<file path="config.mk">
export PLATFORM = sky130hd
export DESIGN_NAME = rtc_match_timer
export DESIGN_NICKNAME = d
export VERILOG_FILES = /design/src/rtl/rtc_pkg.sv /design/src/rtl/rtc_count_chain.sv /design/src/rtl/rtc_match_unit.sv /design/src/rtl/rtc_irq_status.sv /design/src/rtl/rtc_match_timer.sv
export SDC_FILE = /design/constraint.sdc
export NUM_CORES = 1
export LEC_CHECK = 0
export BUFFER_PORTS_ARGS = -buffer_cell sky130_fd_sc_hd__clkbuf_2
export CORE_MARGIN = 4
export CORE_UTILIZATION = 25
export DETAILED_ROUTE_END_ITERATION = 6
export PLACE_DENSITY = 0.5
export SKIP_LAST_GASP = 1
export SYNTH_ARGS = -nofsm -noshare
export SYNTH_HDL_FRONTEND = slang
export SYNTH_SLANG_ARGS = --single-unit
</file>
<file path="constraint.sdc">
create_clock -name clk -period 4 [get_ports clk]
set_clock_uncertainty 0.2 [all_clocks]
set_input_delay 0.6 -clock clk [delete_from_list [all_inputs] [get_ports clk]]
set_output_delay 0.6 -clock clk [all_outputs]
set_load 0.03 [all_outputs]
</file>
<file path="src/rtl/rtc_pkg.sv">
package rtc_pkg;
  localparam int RTC_ADDR_W = 4;

  typedef enum logic [RTC_ADDR_W-1:0] {
    REG_CTRL   = 4'd0,
    REG_LOAD   = 4'd1,
    REG_TSEC   = 4'd2,
    REG_TFRAC  = 4'd3,
    REG_MASK   = 4'd4,
    REG_CLEAR  = 4'd5,
    REG_RAW    = 4'd6,
    REG_MASKED = 4'd7,
    REG_SEC    = 4'd8,
    REG_FRAC   = 4'd9
  } rtc_reg_e;
endpackage

</file>
<file path="src/rtl/rtc_count_chain.sv">
module rtc_count_chain #(
  parameter int SUB_W = 15,
  parameter int SEC_W = 32
) (
  input  logic             clk,
  input  logic             rst_n,
  input  logic             run_i,
  input  logic             tick_i,
  input  logic             load_i,
  input  logic [SEC_W-1:0] load_val_i,
  output logic [SUB_W-1:0] sub_o,
  output logic [SEC_W-1:0] sec_o
);
  localparam logic [SUB_W-1:0] SUB_MAX = {SUB_W{1'b1}};

  logic [SUB_W-1:0] sub_q;
  logic [SEC_W-1:0] sec_q;

  always_ff @(posedge clk) begin
    if (!rst_n) begin
      sub_q <= '0;
      sec_q <= '0;
    end else if (load_i) begin
      sec_q <= load_val_i;
      sub_q <= '0;
    end else if (run_i && tick_i) begin
      if (sub_q == SUB_MAX) begin
        sub_q <= '0;
        sec_q <= sec_q + 1'b1;
      end else begin
        sub_q <= sub_q + 1'b1;
      end
    end
  end

  assign sub_o = sub_q;
  assign sec_o = sec_q;

  // wrap of the fraction carries into seconds
  a_r2_carry: assert property (@(posedge clk) disable iff (!rst_n)
    (run_i && tick_i && !load_i && sub_q == SUB_MAX)
      |=> (sub_q == '0 && sec_q == $past(sec_q) + 1'b1));

  // load replaces seconds and zeroes the fraction
  a_r6_load: assert property (@(posedge clk) disable iff (!rst_n)
    load_i |=> (sub_q == '0 && sec_q == $past(load_val_i)));

  // stopped counters hold
  a_r3_hold: assert property (@(posedge clk) disable iff (!rst_n)
    (!run_i && !load_i) |=> ($stable(sub_q) && $stable(sec_q)));
endmodule

</file>
<file path="src/rtl/rtc_match_unit.sv">
module rtc_match_unit #(
  parameter int SUB_W   = 15,
  parameter int SEC_W   = 32,
  parameter bit SUB_CMP = 1'b1
) (
  input  logic             clk,
  input  logic             rst_n,
  input  logic             tick_i,
  input  logic             run_i,
  input  logic             wr_sec_i,
  input  logic             wr_sub_i,
  input  logic [SEC_W-1:0] wr_sec_val_i,
  input  logic [SUB_W:0]   wr_sub_val_i,
  input  logic [SEC_W-1:0] sec_i,
  input  logic [SUB_W-1:0] sub_i,
  output logic [SEC_W-1:0] pend_sec_o,
  output logic [SUB_W:0]   pend_sub_o,
  output logic             hit_o
);
  logic [SEC_W-1:0] pend_sec_q, act_sec_q;
  logic [SUB_W:0]   pend_sub_q, act_sub_q;
  logic             sub_eq;

  always_ff @(posedge clk) begin
    if (!rst_n) begin
      pend_sec_q <= '0;
      pend_sub_q <= '0;
      act_sec_q  <= '0;
      act_sub_q  <= '0;
    end else begin
      if (wr_sec_i) pend_sec_q <= wr_sec_val_i;
      if (wr_sub_i) pend_sub_q <= wr_sub_val_i;
      if (tick_i) begin
        act_sec_q <= pend_sec_q;
        act_sub_q <= pend_sub_q;
      end
    end
  end

  generate
    if (SUB_CMP) begin : g_sub_cmp
      assign sub_eq = !act_sub_q[SUB_W] || (act_sub_q[SUB_W-1:0] == sub_i);
    end else begin : g_sec_only
      assign sub_eq = 1'b1;
    end
  endgenerate

  assign hit_o      = run_i && (act_sec_q == sec_i) && sub_eq;
  assign pend_sec_o = pend_sec_q;
  assign pend_sub_o = pend_sub_q;

  // the active target changes only on a tick
  a_r9_stage: assert property (@(posedge clk) disable iff (!rst_n)
    !tick_i |=> ($stable(act_sec_q) && $stable(act_sub_q)));
endmodule

</file>
<file path="src/rtl/rtc_irq_status.sv">
module rtc_irq_status (
  input  logic clk,
  input  logic rst_n,
  input  logic hit_i,
  input  logic clr_i,
  input  logic mask_wr_i,
  input  logic mask_val_i,
  output logic raw_o,
  output logic mask_o,
  output logic irq_o
);
  logic raw_q, mask_q;

  always_ff @(posedge clk) begin
    if (!rst_n) begin
      raw_q  <= 1'b0;
      mask_q <= 1'b0;
    end else begin
      if (hit_i)      raw_q <= 1'b1;
      else if (clr_i) raw_q <= 1'b0;
      if (mask_wr_i)  mask_q <= mask_val_i;
    end
  end

  assign raw_o  = raw_q;
  assign mask_o = mask_q;
  assign irq_o  = raw_q & mask_q;

  // set beats clear
  a_r5_set_wins: assert property (@(posedge clk) disable iff (!rst_n)
    hit_i |=> raw_q);

  // clear without match drops the flag
  a_r5_clear: assert property (@(posedge clk) disable iff (!rst_n)
    (!hit_i && clr_i) |=> !raw_q);

  // pin never active while masked
  a_r8_masked: assert property (@(posedge clk) disable iff (!rst_n)
    !mask_q |-> !irq_o);
endmodule

</file>
<file path="src/rtl/rtc_match_timer.sv">
module rtc_match_timer
  import rtc_pkg::*;
#(
  parameter int DATA_W  = 32,
  parameter int SUB_W   = 15,
  parameter bit SUB_CMP = 1'b1
) (
  input  logic                  clk,
  input  logic                  rst_n,
  input  logic                  tick_i,
  input  logic                  wr_en_i,
  input  logic [RTC_ADDR_W-1:0] wr_addr_i,
  input  logic [DATA_W-1:0]     wr_data_i,
  input  logic [RTC_ADDR_W-1:0] rd_addr_i,
  output logic [DATA_W-1:0]     rd_data_o,
  output logic                  irq_o
);
  localparam int SEC_W = DATA_W;
  localparam int PAD_W = DATA_W - SUB_W - 1;

  logic             run_q;
  logic             load_wr, tsec_wr, tsub_wr, mask_wr, clr_wr;
  logic [SUB_W-1:0] sub;
  logic [SEC_W-1:0] sec, pend_sec;
  logic [SUB_W:0]   pend_sub;
  logic             hit, raw, mask;

  assign load_wr = wr_en_i && (wr_addr_i == REG_LOAD);
  assign tsec_wr = wr_en_i && (wr_addr_i == REG_TSEC);
  assign tsub_wr = wr_en_i && (wr_addr_i == REG_TFRAC);
  assign mask_wr = wr_en_i && (wr_addr_i == REG_MASK);
  assign clr_wr  = wr_en_i && (wr_addr_i == REG_CLEAR) && wr_data_i[0];

  always_ff @(posedge clk) begin
    if (!rst_n)                                    run_q <= 1'b0;
    else if (wr_en_i && (wr_addr_i == REG_CTRL))   run_q <= wr_data_i[0];
  end

  rtc_count_chain #(.SUB_W(SUB_W), .SEC_W(SEC_W)) u_chain (
    .clk(clk), .rst_n(rst_n), .run_i(run_q), .tick_i(tick_i),
    .load_i(load_wr), .load_val_i(wr_data_i),
    .sub_o(sub), .sec_o(sec)
  );

  rtc_match_unit #(.SUB_W(SUB_W), .SEC_W(SEC_W), .SUB_CMP(SUB_CMP)) u_match (
    .clk(clk), .rst_n(rst_n), .tick_i(tick_i), .run_i(run_q),
    .wr_sec_i(tsec_wr), .wr_sub_i(tsub_wr),
    .wr_sec_val_i(wr_data_i), .wr_sub_val_i(wr_data_i[SUB_W:0]),
    .sec_i(sec), .sub_i(sub),
    .pend_sec_o(pend_sec), .pend_sub_o(pend_sub), .hit_o(hit)
  );

  rtc_irq_status u_status (
    .clk(clk), .rst_n(rst_n), .hit_i(hit), .clr_i(clr_wr),
    .mask_wr_i(mask_wr), .mask_val_i(wr_data_i[0]),
    .raw_o(raw), .mask_o(mask), .irq_o(irq_o)
  );

  always_comb begin
    rd_data_o = '0;
    case (rd_addr_i)
      REG_CTRL:   rd_data_o = {{(DATA_W-1){1'b0}}, run_q};
      REG_LOAD,
      REG_SEC:    rd_data_o = sec;
      REG_TSEC:   rd_data_o = pend_sec;
      REG_TFRAC:  rd_data_o = {{PAD_W{1'b0}}, pend_sub};
      REG_MASK:   rd_data_o = {{(DATA_W-1){1'b0}}, mask};
      REG_RAW:    rd_data_o = {{(DATA_W-1){1'b0}}, raw};
      REG_MASKED: rd_data_o = {{(DATA_W-1){1'b0}}, irq_o};
      REG_FRAC:   rd_data_o = {{(PAD_W+1){1'b0}}, sub};
      default:    rd_data_o = '0;
    endcase
  end

  // a stopped counter can always be acknowledged
  a_r7_stop_release: assert property (@(posedge clk) disable iff (!rst_n)
    (!run_q && clr_wr) |=> !raw);
endmodule

</file>
After elaboration in Yosys (flattened, before gate mapping)

Index checks and enable logic that the tools add are counted.

Bits in registers: 146
Bits in latches: 0
Memory bits (writable): 0
Bits in read-only memories: 0
Bits of input ports: 44
Output and inout port bits: 33
Word-level logic and storage cells: 56
Memories kept: 0

Add/subtract/negate cells: 2
Multipliers: 0
Div/mod/pow operators: 0
Order comparisons: 0
Eq/ne operators: 16
Shifts and indexed selects: 0
Multiplexer cells: 7
Bitwise gates (word level): 2
Reduce and logical (&&, ||, !) cells: 20

Operators by type and width:

| cell                                                             | count |
|---|---|
| 32-bit one-hot mux with 8 select lines                           | 1 |
| 32-bit 2-to-1 mux                                                | 3 |
| 32-bit by 1-bit adder with 32-bit output (second input constant) | 1 |
| 32-bit == test                                                   | 1 |
| 4-bit by 3-bit == test with 1-bit output (second input constant) | 5 |
| 4-bit by 2-bit == test with 1-bit output (second input constant) | 4 |
| 15-bit by 1-bit adder with 15-bit output (second input constant) | 1 |
| 15-bit == test                                                   | 1 |
| 15-bit == test (second input constant)                           | 1 |
| 15-bit 2-to-1 mux                                                | 1 |
| 1-bit logical AND                                                | 10 |
| 4-bit by 1-bit == test with 1-bit output (second input constant) | 2 |
| 4-bit == test (second input constant)                            | 2 |
| 4-bit logical NOT                                                | 2 |
| 2-bit nonzero test                                               | 3 |
| 2-bit OR reduction                                               | 2 |
| 1-bit 2-to-1 mux                                                 | 2 |
| 2-bit AND reduction                                              | 1 |
| 1-bit bitwise AND                                                | 1 |
| 1-bit logical NOT                                                | 1 |
| 1-bit logical OR                                                 | 1 |
| 1-bit NOT                                                        | 1 |

Depth between registers and ports, before layout

Depth in word-level cells: 5
Depth in mapped cells: 7
Mapped depth without buffers: 7

Modules after synthesis

From an unflattened synthesis, not the netlist that was laid out.

Cell total of the unflattened synthesis: 791
Area total of the unflattened synthesis: 7,591.0 µm²

By module, submodules not included:

| module          | instances | cells an instance | area an instance (µm²) | sequential area each (µm²) |
|---|---|---|---|---|
| rtc_match_unit  | 1         | 374               | 4,105.2                | 1,921.8 |
| rtc_count_chain | 1         | 302               | 2,526.2                | 940.9 |
| rtc_match_timer | 1         | 108               | 874.6                  | 20.0 |
| rtc_irq_status  | 1         | 7                 | 85.1                   | 40.0 |

Worst setup path after synthesis

OpenSTA, ideal clock, no wires.

Kind: input -> output
From: in rd_addr_i[0]
To: out rd_data_o[1]
Data arrival time: 2,000 ps
Data required time: 3,200 ps
Setup slack: 1,200 ps
Cell stages on the path: 5
Path buffers: 2
Path through: clkbuf_1 -> nor4b_1 -> clkbuf_1 -> a222oi_1 -> nand2_1

Word-level cells in the longest chain between the ends: 3
Elaborated cells between the ends (all ways): 11
Those cells by class: eq/ne (8); mux (1); reduce/logical (2)

Ends and longest elaborated chain:

| element                                                                   | line                  | source |
|---|---|---|
| start: declaration                                                        | rtc_match_timer.sv:14 | `input logic [RTC_ADDR_W-1:0] rd_addr_i,` |
| 4-bit by 1-bit == test with 1-bit output or 4-bit == test (tied branches) | rtc_match_timer.sv:61 | `case (rd_addr_i)` |
| 2-bit OR reduction                                                        | rtc_match_timer.sv:61 |  |
| 32-bit one-hot mux with 8 select lines *                                  | rtc_match_timer.sv:61 |  |
| end: declaration                                                          | rtc_match_timer.sv:15 | `output logic [DATA_W-1:0] rd_data_o,` |

Every way passes the cells marked *; elsewhere a longest branch is shown, timed or not.

Worst setup path in the final report

Same ends and word-level chain as after synthesis.

==> Flow_metrics.wiki <==
{| class="wikitable"
! Metric !! Value
|-
| Status || complete, no violations
|-
| Required time at the endpoint of the critical path || 3200 ps
|-
| Tightest Hold Check Type || input port to register
|-
| Initial antenna violation count || 0
|-
| Insertion delay of the later-clocked pin in the worst-skew pair || 430 ps
|-
| Critical path launch point type || input port
|-
| # Post-CTS Setup Buffers || 0
|-
| Critical Path Fanout Max || 32
|-
| Gate count after technology mapping || 837
|-
| Layout cells sized above 1 || 0.152
|-
| Net count of the finished layout || 931
|-
| Area inside the core boundary || 27100 um^2
|-
| Uppermost signal routing layer after detailed routing || met4
|-
| Total overflow reported by the global router || 0
|-
| Async set or reset register ratio after synthesis || 0
|-
| Signed area change from the synthesized netlist to the final layout || 18.6%
|-
| P_leak || 3.12 nW
|-
| Clock tree from TritonCTS || built
|-
| Part of the total power dissipated in the clock network || 0.474
|-
| DIE AREA || 30400 um^2
|-
| Total met3 wirelength after detailed routing || 1090 um
|-
| Part of the Yosys area used for sequential elements || 0.423
|-
| Total number of yosys warnings || 0
|-
| Highest achievable clock rate || 355 MHz
|-
| Path type of the worst setup path || input port to output pin
|-
| Quantity of gates resized following cts || 0
|-
| Clock slew at reported path FFs || 60 ps
|-
| Library cell appearing most often on the critical path || sky130_fd_sc_hd__clkbuf_2
|-
| Switching share of total power || 0.240
|-
| Setup ws final || 1190 ps
|-
| Post-Syn Area per Cell || 8.26 um^2
|-
| Type of element capturing the critical path || output pin
|-
| Count of input and output buffers || 76
|-
| DRC viols || 0
|-
| Combined area of all synthesized cells || 6910 um^2
|-
| Number of inserted filler cells in the final layout || 2914
|-
| First drt pass iteration count || 7
|-
| RSZ-0062 raised after global routing || false
|-
| HPWL after detailed placement || 15300 um
|-
| Top-level I/O count || 77
|-
| Share of power burned in combinational logic || 0.056
|-
| Flop and latch count out of synthesis || 146
|-
| Slowest stage delay, CP || 410 ps
|-
| Cell with the largest stage delay on the worst path || sky130_fd_sc_hd__buf_4
|-
| Largest cells by area after synthesis || sky130_fd_sc_hd__dfxtp_1 42%, sky130_fd_sc_hd__nand2_1 8.7%, sky130_fd_sc_hd__xnor2_1 7.2%
|-
| Number of buffers added by the clock tree synthesis step || 17
|-
| Post-Route Setup TNS || 0 ps
|-
| Pre-CTS setup slack || 1160 ps
|-
| Syn Nets || 883
|-
| Vertical die dimension || 174 um
|-
| Number of unique standard cell types used by synthesis || 42
|-
| Most used flip-flop cell after synthesis || sky130_fd_sc_hd__dfxtp_1
|-
| Max capacitance violation total || 0
|-
| Metal2 WL || 10000 um
|-
| Maximum number of pins on one net before global-route repair || 78
|-
| Sequential Power Share || 0.470
|-
| Fraction of synthesized cell area taken by the top area cell type || 0.423
|-
| Routed vias || 5891
|-
| Count of H-tree levels built during CTS || 4
|-
| Number of standard-cell rows in the floorplan || 60
|-
| Setup violation total in the final timing report || 0
|-
| Detailed-route wire length per cell || 17.3 um
|-
| Net switching power || 760 uW
|-
| Total of hold buffers inserted after clock tree synthesis || 0
|-
| Total routed wire length on the met1 layer || 10600 um
|-
| Worst supply voltage drop on vdd || 0.000248 V
|-
| Via count of the first global-routing pass || 5865
|-
| Measured slew at the worst slew-check pin || 945 ps
|-
| Power per unit of standard cell area || 386 nW/um^2
|-
| Final design area excluding fillers || 8200 um^2
|-
| Cell Int Power || 2.41 mW
|-
| Count of final hold-check violations || 0
|-
| ANT nets after route || 0
|-
| Vias per Instance || 4.64
|-
| Total inserted antenna cells || 0
|-
| Final Max Slew Viols || 0
|-
| Overall die width || 174 um
|-
| Effective utilization at floorplan || 0.255
|-
| CP Data Arrival Time || 2010 ps
|-
| Overall routed net length || 22000 um
|-
| Number of enable-type register cells in the synthesized netlist || 0
|-
| Cell area after placement || 7650 um^2
|-
| Dominant cell type by area after synthesis || sky130_fd_sc_hd__dfxtp_1
|-
| Clock sink count || 146
|-
| Normalized max-slew margin || 0.370
|-
| Total GRT Usage || 0.147
|-
| Number of buffers between clock root and the deepest sink || 2
|-
| Buffer cell driving the clock tree root || sky130_fd_sc_hd__clkbuf_16
|-
| Final estimated routing congestion in global placement || 0.800
|-
| Starting DRT DRC Count || 583
|-
| Period utilisation layout || 0.703
|-
| Global-route wire length before repair || 34700 um
|-
| Cell-by-cell listing of the critical path || clkbuf_2 > nor4b_2 > buf_4 > a222oi_1 > nand2_1 > clkbuf_2
|-
| Tmin final || 2810 ps
|}
[cell usage in the layout, fill, tap and decap left out, types with 2 or more instances in the layout]
cell type / netlist / layout
sky130_fd_sc_hd__nor2_1: 84 / 83
sky130_fd_sc_hd__nor3_1: 11 / 10
sky130_fd_sc_hd__nor3_2: 8 / 9
sky130_fd_sc_hd__buf_4: 0 / 10
sky130_fd_sc_hd__clkinv_2: 0 / 7
sky130_fd_sc_hd__clkbuf_2: 1 / 75
sky130_fd_sc_hd__nand2_1: 161 / 161
sky130_fd_sc_hd__a22o_1: 16 / 16
sky130_fd_sc_hd__o21ai_1: 5 / 5
sky130_fd_sc_hd__inv_1: 15 / 15
sky130_fd_sc_hd__xor2_1: 35 / 35
sky130_fd_sc_hd__ha_1: 2 / 2
sky130_fd_sc_hd__nand4_4: 2 / 2
sky130_fd_sc_hd__and3_1: 5 / 5
sky130_fd_sc_hd__a21oi_1: 69 / 69
sky130_fd_sc_hd__clkinvlp_4: 0 / 2
sky130_fd_sc_hd__xnor2_1: 57 / 57
sky130_fd_sc_hd__dfxtp_1: 146 / 146
sky130_fd_sc_hd__nor3b_1: 2 / 2
sky130_fd_sc_hd__nor4_1: 9 / 9
sky130_fd_sc_hd__nand4_1: 18 / 18
sky130_fd_sc_hd__a222oi_1: 16 / 16
sky130_fd_sc_hd__clkbuf_8: 0 / 2
sky130_fd_sc_hd__clkbuf_16: 0 / 17
sky130_fd_sc_hd__mux2i_1: 49 / 49
sky130_fd_sc_hd__o21ai_0: 32 / 32
sky130_fd_sc_hd__nand3_1: 20 / 20
[final timing paths]
kind	from	end	slack (ps)	cells after the start
max reg2reg	u_chain.sub_o[10]	u_chain.sec_o[31]	1260	6
max	rd_addr_i[0]	rd_data_o[1]	1190	6
min reg2reg	u_match.pend_sec_o[16]	u_match.pend_sec_o[16]	270	2
min	wr_data_i[19]	u_chain.sec_o[19]	190	3
[through the flow]
stage          total power, mW  hold WS, ps  cells  utilization
6_report                  3.16          191   1269        0.302
5_1_grt                   3.28          201   1269        0.302
4_1_cts                   3.19          181   1269        0.302
3_5_place_dp              1.70          265   1238        0.282
3_3_place_gp              1.70          259   1238        0.282
2_1_floorplan             1.62          248    837            -
[synth_stat cells (2+ instances only)]
| library cell | instances |
|---|---|
| sky130_fd_sc_hd__clkbuf_1 | 46 |
| sky130_fd_sc_hd__buf_2 | 3 |
| sky130_fd_sc_hd__nor3_2 | 8 |
| sky130_fd_sc_hd__nor2_1 | 84 |
| sky130_fd_sc_hd__and3_1 | 5 |
| sky130_fd_sc_hd__xnor2_1 | 57 |
| sky130_fd_sc_hd__nor3_1 | 11 |
| sky130_fd_sc_hd__mux2i_1 | 49 |
| sky130_fd_sc_hd__o21ai_1 | 5 |
| sky130_fd_sc_hd__ha_1 | 2 |
| sky130_fd_sc_hd__nor4_1 | 9 |
| sky130_fd_sc_hd__dfxtp_1 | 146 |
| sky130_fd_sc_hd__nor3b_1 | 2 |
| sky130_fd_sc_hd__a21oi_1 | 69 |
| sky130_fd_sc_hd__a22o_1 | 16 |
| sky130_fd_sc_hd__nand4_4 | 2 |
| sky130_fd_sc_hd__a222oi_1 | 16 |
| sky130_fd_sc_hd__xor2_1 | 35 |
| sky130_fd_sc_hd__buf_1 | 8 |
| sky130_fd_sc_hd__o21ai_0 | 32 |
| sky130_fd_sc_hd__nand3_1 | 20 |
| sky130_fd_sc_hd__nand2_1 | 161 |
| sky130_fd_sc_hd__nand4_1 | 18 |
| sky130_fd_sc_hd__inv_1 | 15 |
[area by class of cell]
class	count	area (um^2)	share of cell area
clock inverters	11	88.8	0.0108
inverters	16	60.1	0.00733
multi-input cells	617	3730	0.455
flip-flops and latches	146	2920	0.357
well taps	372	465	0.0568
clock buffers	20	457	0.0557
repair buffers	87	475	0.0580
[critical path, delay by kind of cell]
family / cells / cell delay (ps)
compound gates: 1 / 160
buf+inv: 3 / 780
simple gates: 2 / 430
[power by group through the flow]
stage          clock network (mW)  registers (mW)  logic, mW
6_report                     1.50            1.49      0.177
5_1_grt                      1.60            1.49      0.194
4_1_cts                      1.53            1.49      0.179
3_5_place_dp                    0            1.52      0.179
3_3_place_gp                    0            1.52      0.178
2_1_floorplan                   0            1.51      0.103
[state kept, by name, indices dropped and copies added (netlist names)]
| register | flops |
|---|---|
| u_match.act_sec_q | 32 |
| u_match.pend_sub_o | 16 |
| run_q | 1 |
| u_match.act_sub_q | 16 |
| u_match.pend_sec_o | 32 |
| u_chain.sub_o | 15 |
| u_status.raw_o | 1 |
| u_status.mask_o | 1 |
| u_chain.sec_o | 32 |
[logic make-up after synthesis]
logic type               share of synthesized area
AND/OR/NAND/NOR                              0.220
flip-flops                                   0.423
AO/OA/AOI/OAI                                0.125
XOR/XNOR                                     0.117
buffers and inverters                       0.0409
multiplexers                                0.0710
adder cells (fa/ha/maj)                    0.00362
[metal layers]
metal / up-vias / track usage
li1: 2956 / -
met1: 2768 / 0.207
met2: 151 / 0.229
met3: 16 / 0.0359
met4: 0 / 0.0287
met5: - / 0
Power figures use the tool's default switching activity.
